==> src/rtl/lrf_pkg.sv <==
`timescale 1ns/1ps
package lrf_pkg;

   // Index width that never collapses to zero bits.
   function automatic int unsigned idx_bits(input int unsigned n);
      return (n < 2) ? 1 : $clog2(n);
   endfunction

   function automatic bit is_pow2(input int unsigned n);
      return (n != 0) && ((n & (n - 1)) == 0);
   endfunction

endpackage

==> src/rtl/lrf_way_state.sv <==
`timescale 1ns/1ps
module lrf_way_state #(
   parameter int unsigned WAYS  = 4,
   parameter int unsigned WORDS = 4
) (
   input  logic [WAYS*WORDS-1:0] word_valid,
   output logic [WAYS-1:0]       way_live
);

   // A way is live while any one of its words holds data.
   for (genvar w = 0; w < WAYS; w++) begin : g_way
      assign way_live[w] = |word_valid[w*WORDS +: WORDS];
   end

endmodule

==> src/rtl/lrf_rank_store.sv <==
`timescale 1ns/1ps
module lrf_rank_store
   import lrf_pkg::*;
#(
   parameter int unsigned WAYS = 4,
   parameter int unsigned SETS = 64
) (
   input  logic                           clk,
   input  logic                           rst_n,
   input  logic [idx_bits(SETS)-1:0]      set_idx,
   input  logic                           fill_en,
   input  logic [idx_bits(WAYS)-1:0]      fill_way,
   output logic [WAYS*idx_bits(WAYS)-1:0] rank_flat
);

   localparam int unsigned WAY_W = idx_bits(WAYS);
   localparam int unsigned SET_W = idx_bits(SETS);
   localparam logic [WAY_W-1:0] YOUNGEST = WAY_W'(WAYS - 1);

   logic [WAY_W-1:0] rank_q [SETS][WAYS];
   logic [WAY_W-1:0] old_rank;

   assign old_rank = rank_q[set_idx][fill_way];

   for (genvar w = 0; w < WAYS; w++) begin : g_rd
      assign rank_flat[w*WAY_W +: WAY_W] = rank_q[set_idx][w];
   end

   // Reset order: way index equals rank. On a fill the written way moves
   // to the youngest slot and the ways that were younger shift down.
   always_ff @(posedge clk or negedge rst_n) begin
      if (!rst_n) begin
         for (int s = 0; s < SETS; s++) begin
            for (int w = 0; w < WAYS; w++) begin
               rank_q[s][w] <= WAY_W'(w);
            end
         end
      end else if (fill_en) begin
         for (int w = 0; w < WAYS; w++) begin
            if (WAY_W'(w) == fill_way) begin
               rank_q[set_idx][w] <= YOUNGEST;
            end else if (rank_q[set_idx][w] > old_rank) begin
               rank_q[set_idx][w] <= rank_q[set_idx][w] - WAY_W'(1);
            end
         end
      end
   end

   // ---------------- checks ----------------
   logic             chk_fill_q;
   logic [SET_W-1:0] chk_set_q;
   logic [WAY_W-1:0] chk_way_q;
   logic [WAYS-1:0]  rank_seen;

   always_ff @(posedge clk or negedge rst_n) begin
      if (!rst_n) begin
         chk_fill_q <= 1'b0;
         chk_set_q  <= '0;
         chk_way_q  <= '0;
      end else begin
         chk_fill_q <= fill_en;
         chk_set_q  <= set_idx;
         chk_way_q  <= fill_way;
      end
   end

   always_comb begin
      rank_seen = '0;
      for (int w = 0; w < WAYS; w++) begin
         rank_seen[rank_flat[w*WAY_W +: WAY_W]] = 1'b1;
      end
   end

   // a committed fill leaves its way as the youngest of its set.
   a_r7_filled_is_youngest: assert property (@(posedge clk) disable iff (!rst_n)
      chk_fill_q |-> (rank_q[chk_set_q][chk_way_q] == YOUNGEST));

   // ranks of the addressed set remain a permutation of 0..N-1.
   a_r7_rank_permutation: assert property (@(posedge clk) disable iff (!rst_n)
      $countones(rank_seen) == WAYS);

endmodule

==> src/rtl/lrf_pick.sv <==
`timescale 1ns/1ps
module lrf_pick
   import lrf_pkg::*;
#(
   parameter int unsigned WAYS = 4
) (
   input  logic [WAYS-1:0]                way_live,
   input  logic [WAYS-1:0]                way_lock,
   input  logic [WAYS*idx_bits(WAYS)-1:0] rank_flat,
   output logic [idx_bits(WAYS)-1:0]      victim_way,
   output logic                           victim_ok
);

   localparam int unsigned WAY_W = idx_bits(WAYS);

   logic             dead_found;
   logic [WAY_W-1:0] dead_way;
   logic             old_found;
   logic [WAY_W-1:0] old_way;
   logic [WAY_W-1:0] old_rank;

   // Lowest-index empty way, scanning upward from way 0.
   always_comb begin
      dead_found = 1'b0;
      dead_way   = '0;
      for (int w = 0; w < WAYS; w++) begin
         if (!way_live[w] && !dead_found) begin
            dead_found = 1'b1;
            dead_way   = WAY_W'(w);
         end
      end
   end

   // Oldest unlocked way by fill rank.
   always_comb begin
      old_found = 1'b0;
      old_way   = '0;
      old_rank  = '1;
      for (int w = 0; w < WAYS; w++) begin
         if (!way_lock[w] &&
             (!old_found || (rank_flat[w*WAY_W +: WAY_W] < old_rank))) begin
            old_found = 1'b1;
            old_way   = WAY_W'(w);
            old_rank  = rank_flat[w*WAY_W +: WAY_W];
         end
      end
   end

   always_comb begin
      if (dead_found) begin
         victim_way = dead_way;
         victim_ok  = 1'b1;
      end else if (old_found) begin
         victim_way = old_way;
         victim_ok  = 1'b1;
      end else begin
         victim_way = '0;
         victim_ok  = 1'b0;
      end
   end

endmodule

==> src/rtl/lrf_victim_sel.sv <==
`timescale 1ns/1ps
module lrf_victim_sel
   import lrf_pkg::*;
#(
   parameter int unsigned WAYS  = 4,
   parameter int unsigned WORDS = 4,
   parameter int unsigned SETS  = 64
) (
   input  logic                        clk,
   input  logic                        rst_n,
   input  logic [idx_bits(SETS)-1:0]   set_idx,
   input  logic [WAYS*WORDS-1:0]       word_valid,
   input  logic [WAYS-1:0]             way_lock,
   input  logic                        fill_commit,
   input  logic [idx_bits(WAYS)-1:0]   fill_way,
   output logic [idx_bits(WAYS)-1:0]   victim_way,
   output logic                        victim_ok
);

   localparam int unsigned WAY_W = idx_bits(WAYS);

   // Elaboration-time parameter checks.
   if (!is_pow2(WAYS)) begin : g_bad_ways
      $error("lrf_victim_sel: WAYS must be a power of two");
   end
   if (WORDS < 1) begin : g_bad_words
      $error("lrf_victim_sel: WORDS must be at least 1");
   end
   if (!is_pow2(SETS)) begin : g_bad_sets
      $error("lrf_victim_sel: SETS must be a power of two");
   end

   if (WAYS == 1) begin : g_direct
      // one way, no policy.
      logic unused_dm;
      assign unused_dm  = ^{clk, rst_n, set_idx, word_valid, way_lock,
                            fill_commit, fill_way};
      assign victim_way = '0;
      assign victim_ok  = 1'b1;
   end else begin : g_assoc
      logic [WAYS-1:0]       way_live;
      logic [WAYS*WAY_W-1:0] rank_flat;
      logic [WAYS-1:0]       below_mask;

      lrf_way_state #(.WAYS(WAYS), .WORDS(WORDS)) u_state (
         .word_valid (word_valid),
         .way_live   (way_live)
      );

      lrf_rank_store #(.WAYS(WAYS), .SETS(SETS)) u_rank (
         .clk       (clk),
         .rst_n     (rst_n),
         .set_idx   (set_idx),
         .fill_en   (fill_commit),
         .fill_way  (fill_way),
         .rank_flat (rank_flat)
      );

      lrf_pick #(.WAYS(WAYS)) u_pick (
         .way_live   (way_live),
         .way_lock   (way_lock),
         .rank_flat  (rank_flat),
         .victim_way (victim_way),
         .victim_ok  (victim_ok)
      );

      assign below_mask = (WAYS'(1) << victim_way) - WAYS'(1);

      // an empty way wins and it is the lowest empty one.
      a_r2_empty_first: assert property (@(posedge clk) disable iff (!rst_n)
         !(&way_live) |-> (victim_ok && !way_live[victim_way] &&
                           ((way_live & below_mask) == below_mask)));

      // a full set never offers a locked way.
      a_r3_no_locked_victim: assert property (@(posedge clk) disable iff (!rst_n)
         (&way_live && victim_ok) |-> !way_lock[victim_way]);

      // full and fully locked set gives no victim, way 0 on the output.
      a_r4_all_locked: assert property (@(posedge clk) disable iff (!rst_n)
         (&way_live && &way_lock) |-> (!victim_ok && (victim_way == '0)));

      // the flag drops only for a full, fully locked set.
      a_r4_flag_cause: assert property (@(posedge clk) disable iff (!rst_n)
         !victim_ok |-> (&way_live && &way_lock));
   end

endmodule

==> config.mk <==
export PLATFORM = sky130hd
export DESIGN_NAME = lrf_victim_sel
export DESIGN_NICKNAME = d
export VERILOG_FILES = /design/src/rtl/lrf_pkg.sv /design/src/rtl/lrf_way_state.sv /design/src/rtl/lrf_rank_store.sv /design/src/rtl/lrf_pick.sv /design/src/rtl/lrf_victim_sel.sv
export SDC_FILE = /design/constraint.sdc
export NUM_CORES = 2
export LEC_CHECK = 0
export BUFFER_PORTS_ARGS = -buffer_cell sky130_fd_sc_hd__buf_2
export CAP_MARGIN = 20
export CORE_ASPECT_RATIO = 2
export CORE_MARGIN = 2
export CORE_UTILIZATION = 65
export DETAILED_ROUTE_END_ITERATION = 10
export PLACE_DENSITY_LB_ADDON = 0.12
export SLEW_MARGIN = 40
export SYNTH_ARGS = -nofsm -noshare
export SYNTH_HDL_FRONTEND = slang
export SYNTH_SLANG_ARGS = --single-unit
==> constraint.sdc <==
create_clock -name clk -period 9.9 [get_ports clk]
set_input_delay 0.495 -clock clk [delete_from_list [all_inputs] [get_ports clk]]
set_output_delay 0.495 -clock clk [all_outputs]
set_load 0.05 [all_outputs]
==> qor.csv <==
metric;value;unit
area delta synth->final;8.265;%
largest driver fanout on the critical path;50;
last weighted congestion value of the routability-driven placer;0.9872;
maximum ir drop on the vdd rail;0.1984;mV
critical path required time;9.41;ns
net count after synthesis;2618;
final clock period utilization by the worst path;67.06;%
Post-CTS Repair Setup Buffers;0;
WL/cell;25.64;um
clock insertion delay at the later pin of the skew report;0.58;ns
antenna violations before repair;1;
outcome;complete, no violations;
residual DRC count;0;
Detailed Route Iter0 Violations;2256;
overall overflow remaining after global route;0;
floorplan die width;140.8;um
remaining max-slew budget at the tightest pin;35.36;%
overall die height;277.5;um
Top-Level Pins;34;
Post-layout nets;2575;
leak pwr;10.14;nW
Setup crit end kind;primary output;
top flip-flop cell by instance count after synthesis;sky130_fd_sc_hd__dfstp_2;
Post-Route Setup TNS;0;ns
post-synthesis register bit count;512;
largest register by flop count;g_assoc.u_rank.rank_q;
dpl hpwl;50890;um
Clock Tree Root;sky130_fd_sc_hd__clkbuf_16;
Post-synth EDFFs;0;
Crit path largest cell delay;0.73;ns
core footprint;37040;um2
ratio of routed vias to standard cells;6.749;
CTS tree;yes;
share of post-route cells with drive strength above 1;19.14;%
Routed Wire Length;77680;um
Mapped Area;24310;um2
starting density of the core;65.65;%
Unique masters post-synth;76;
share of synthesized registers carrying an async set or reset;100.0;%
met3 usage;7.336;%
shortest period the worst path allows;6.639;ns
number of CTS-inserted buffers;44;
wire length of the first global-routing pass;119700;um
worst-case hold slack;0.4157;ns
worst setup skew after layout;0.01638;ns
GRT Total Usage;40.37;%
synthesized instance count;2577;
RSZ-0062 raised after global routing;no;
number of iterations in the first detailed-routing pass;6;
via count of the first global-routing pass;20786;
number of placement rows;100;
share of the synthesized area in the top cell type;27.67;%
Setup Viol. Count Final;0;
met1 global-route usage;46.24;%
maximum number of pins on one net before global-route repair;82;
area enclosed by the die boundary;39060;um2
crit path launch type;input port;
Syn. warnings;0;
class of the most critical hold timing path;in2async;
H-tree level count;2;
number of hold-slack violations in the final timing report;0;
busiest grt layer;met2;
top achievable clock speed;150.6;MHz
grt met2 use;65.82;%
pre-CTS WS;3.407;ns
Seq/Total Area, Yosys;54.01;%
chain of cells forming the critical path;buf_4, buf_4, inv_2, mux2i_1, o22ai_1, nor3_1, and4_1, inv_1, o22ai_1, ha_1, o21ai_0, nand2b_1, a31o_1, ha_1, nor2_1, nor2_1, o21ai_0, a21oi_1, nor2_1, a211oi_1, a21oi_1, buf_2;
power per standard cell area;203.6;nW/um2
number of input and output port buffers inserted;33;
top area cells in the synthesized netlist;sky130_fd_sc_hd__dfstp_2 28%, sky130_fd_sc_hd__dfrtp_1 26%, sky130_fd_sc_hd__nand2_1 11%;
maxcap violations;0;
standard cell with the maximum stage delay on the critical path;sky130_fd_sc_hd__buf_4;
Fill cells;2896;
crit-path most repeated cell;sky130_fd_sc_hd__nor2_1;
max reg flops;512;
post-synthesis average cell area;9.435;um2
final worst slack;3.261;ns
data arrival time of the critical path;6.14;ns
clock-pin slew on the worst setup and hold paths;0.06;ns
total number of vias;20443;
max-slew violations;0;
Least-Margin Pin Slew;0.9622;ns
largest registers ranked by flip-flop count;g_assoc.u_rank.rank_q x512;
worst setup path class;in2out;
ANT cells;0;
remaining number of nets flagged by the antenna check after routing;0;
Longest Clk Path Bufs;3;
Num Clock Sinks;512;
cell taking the most area after synthesis;sky130_fd_sc_hd__dfstp_2;
[cell families (layout without fill, tap and decap cells)]
| family | count (synthesis) | count (layout) | synth area share [%] |
|---|---|---|---|
| and+or+nand+nor | 881 | 881 | 14.88 |
| xor gates and xnor gates | 4 | 4 | 0.1441 |
| AOI/OAI and AO/OA | 886 | 886 | 20.53 |
| DFF | 512 | 512 | 54.01 |
| buffers and inverters | 180 | 173 | 3.422 |
| muxes | 103 | 103 | 6.453 |
| adders and majority gates | 11 | 11 | 0.5558 |
[cell usage in the layout (no fill, tap or decap), types with 14 or more instances in the layout]
| cell type | count |
|---|---|
| sky130_fd_sc_hd__a21oi_1 | 161 |
| sky130_fd_sc_hd__a221oi_1 | 24 |
| sky130_fd_sc_hd__a22oi_1 | 70 |
| sky130_fd_sc_hd__buf_2 | 29 |
| sky130_fd_sc_hd__buf_4 | 37 |
| sky130_fd_sc_hd__clkbuf_1 | 15 |
| sky130_fd_sc_hd__clkbuf_16 | 45 |
| sky130_fd_sc_hd__dfrtp_1 | 256 |
| sky130_fd_sc_hd__dfstp_2 | 256 |
| sky130_fd_sc_hd__mux2_2 | 17 |
| sky130_fd_sc_hd__mux2i_1 | 42 |
| sky130_fd_sc_hd__mux4_2 | 41 |
| sky130_fd_sc_hd__nand2_1 | 690 |
| sky130_fd_sc_hd__nand3_1 | 22 |
| sky130_fd_sc_hd__nor2_1 | 88 |
| sky130_fd_sc_hd__o21ai_0 | 443 |
| sky130_fd_sc_hd__o21ai_1 | 89 |
| sky130_fd_sc_hd__o22ai_1 | 14 |
[critical path: cells and delay by family]
| family | cells | cell delay, ns |
|---|---|---|
| buffers and inverters | 5 | 2.19 |
| AO/OA/AOI/OAI | 8 | 1.20 |
| multiplexers | 1 | 0.28 |
| adder cells (fa/ha/maj) | 2 | 0.56 |
| AND/OR/NAND/NOR | 6 | 1.37 |
[final cells by class]
type	count	area (um2)	area share [%]
clock inverters	11	162.7	0.6179
flip-flops and latches	512	13130	49.89
repair buffers	78	599.3	2.277
multi-input cells	1885	10470	39.78
inverters	13	48.80	0.1854
well taps	459	574.3	2.182
clock buffers	71	1334	5.067
[report_power, final]
| group | internal (W) | switching, W | total [W] |
|---|---|---|---|
| clock network | 0.00103 | 0.000784 | 0.00181 |
| logic | 0.000286 | 0.000620 | 0.000906 |
| registers | 0.00247 | 0.000168 | 0.00264 |
| total | 0.00379 | 0.00157 | 0.00536 |
[stage by stage]
| step | power [W] | instances | util (%) | instance area, um2 |
|---|---|---|---|---|
| floorplan | 0.003195 | 2577 | - | 24310 |
| detailed placement | 0.003551 | 2944 | 66.95 | 24790 |
| global route | 0.005559 | 3029 | 71.07 | 26320 |
| finish | 0.005359 | 3029 | 71.07 | 26320 |
| CTS | 0.005344 | 3027 | 71.01 | 26300 |
| global placement | 0.003497 | 2939 | 66.61 | 24670 |
[synth_stat cells (24+ instances only)]
master / number
sky130_fd_sc_hd__a221oi_1: 24
sky130_fd_sc_hd__mux2i_1: 42
sky130_fd_sc_hd__a21oi_1: 162
sky130_fd_sc_hd__buf_2: 31
sky130_fd_sc_hd__o21ai_1: 89
sky130_fd_sc_hd__nand2_1: 690
sky130_fd_sc_hd__a22oi_1: 70
sky130_fd_sc_hd__nor2_1: 93
sky130_fd_sc_hd__dfstp_2: 256
sky130_fd_sc_hd__o21ai_0: 443
sky130_fd_sc_hd__clkbuf_1: 106
sky130_fd_sc_hd__dfrtp_1: 256
sky130_fd_sc_hd__mux4_2: 41
[layer usage]
layer	part of all wire (%)	wire [um]
met5	0	0
met4	10	7894
met3	8.6	6676
met2	48	37510
met1	33	25590
[what timing repair did]
action                    in CTS  in global routing
resized for setup              0                  0
hold buffers                   1                  0
hold endpoints to repair      40                  0
[worst paths after layout]
check | startpoint | end | slack, ns | depth (start not counted)
setup / recovery | set_idx[2] | victim_way[0] | 3.26 | 22
min in group clk | g_assoc.u_rank.rank_q[219]$_DFFE_PN1P_ | g_assoc.u_rank.rank_q[219]$_DFFE_PN1P_ | 0.47 | 2
hold / removal | rst_n | g_assoc.u_rank.rank_q[511]$_DFFE_PN0P_ | 0.42 | 2
setup reg to reg | g_assoc.u_rank.rank_q[304]$_DFFE_PN1P_ | g_assoc.u_rank.rank_q[262]$_DFFE_PN0P_ | 4.75 | 16
max in group asynchronous | rst_n | g_assoc.u_rank.rank_q[365]$_DFFE_PN0P_ | 7.71 | 4
hold reg to reg | g_assoc.u_rank.rank_q[219]$_DFFE_PN1P_ | g_assoc.u_rank.rank_q[219]$_DFFE_PN1P_ | 0.47 | 2
(Power assumes the default switching activity.)
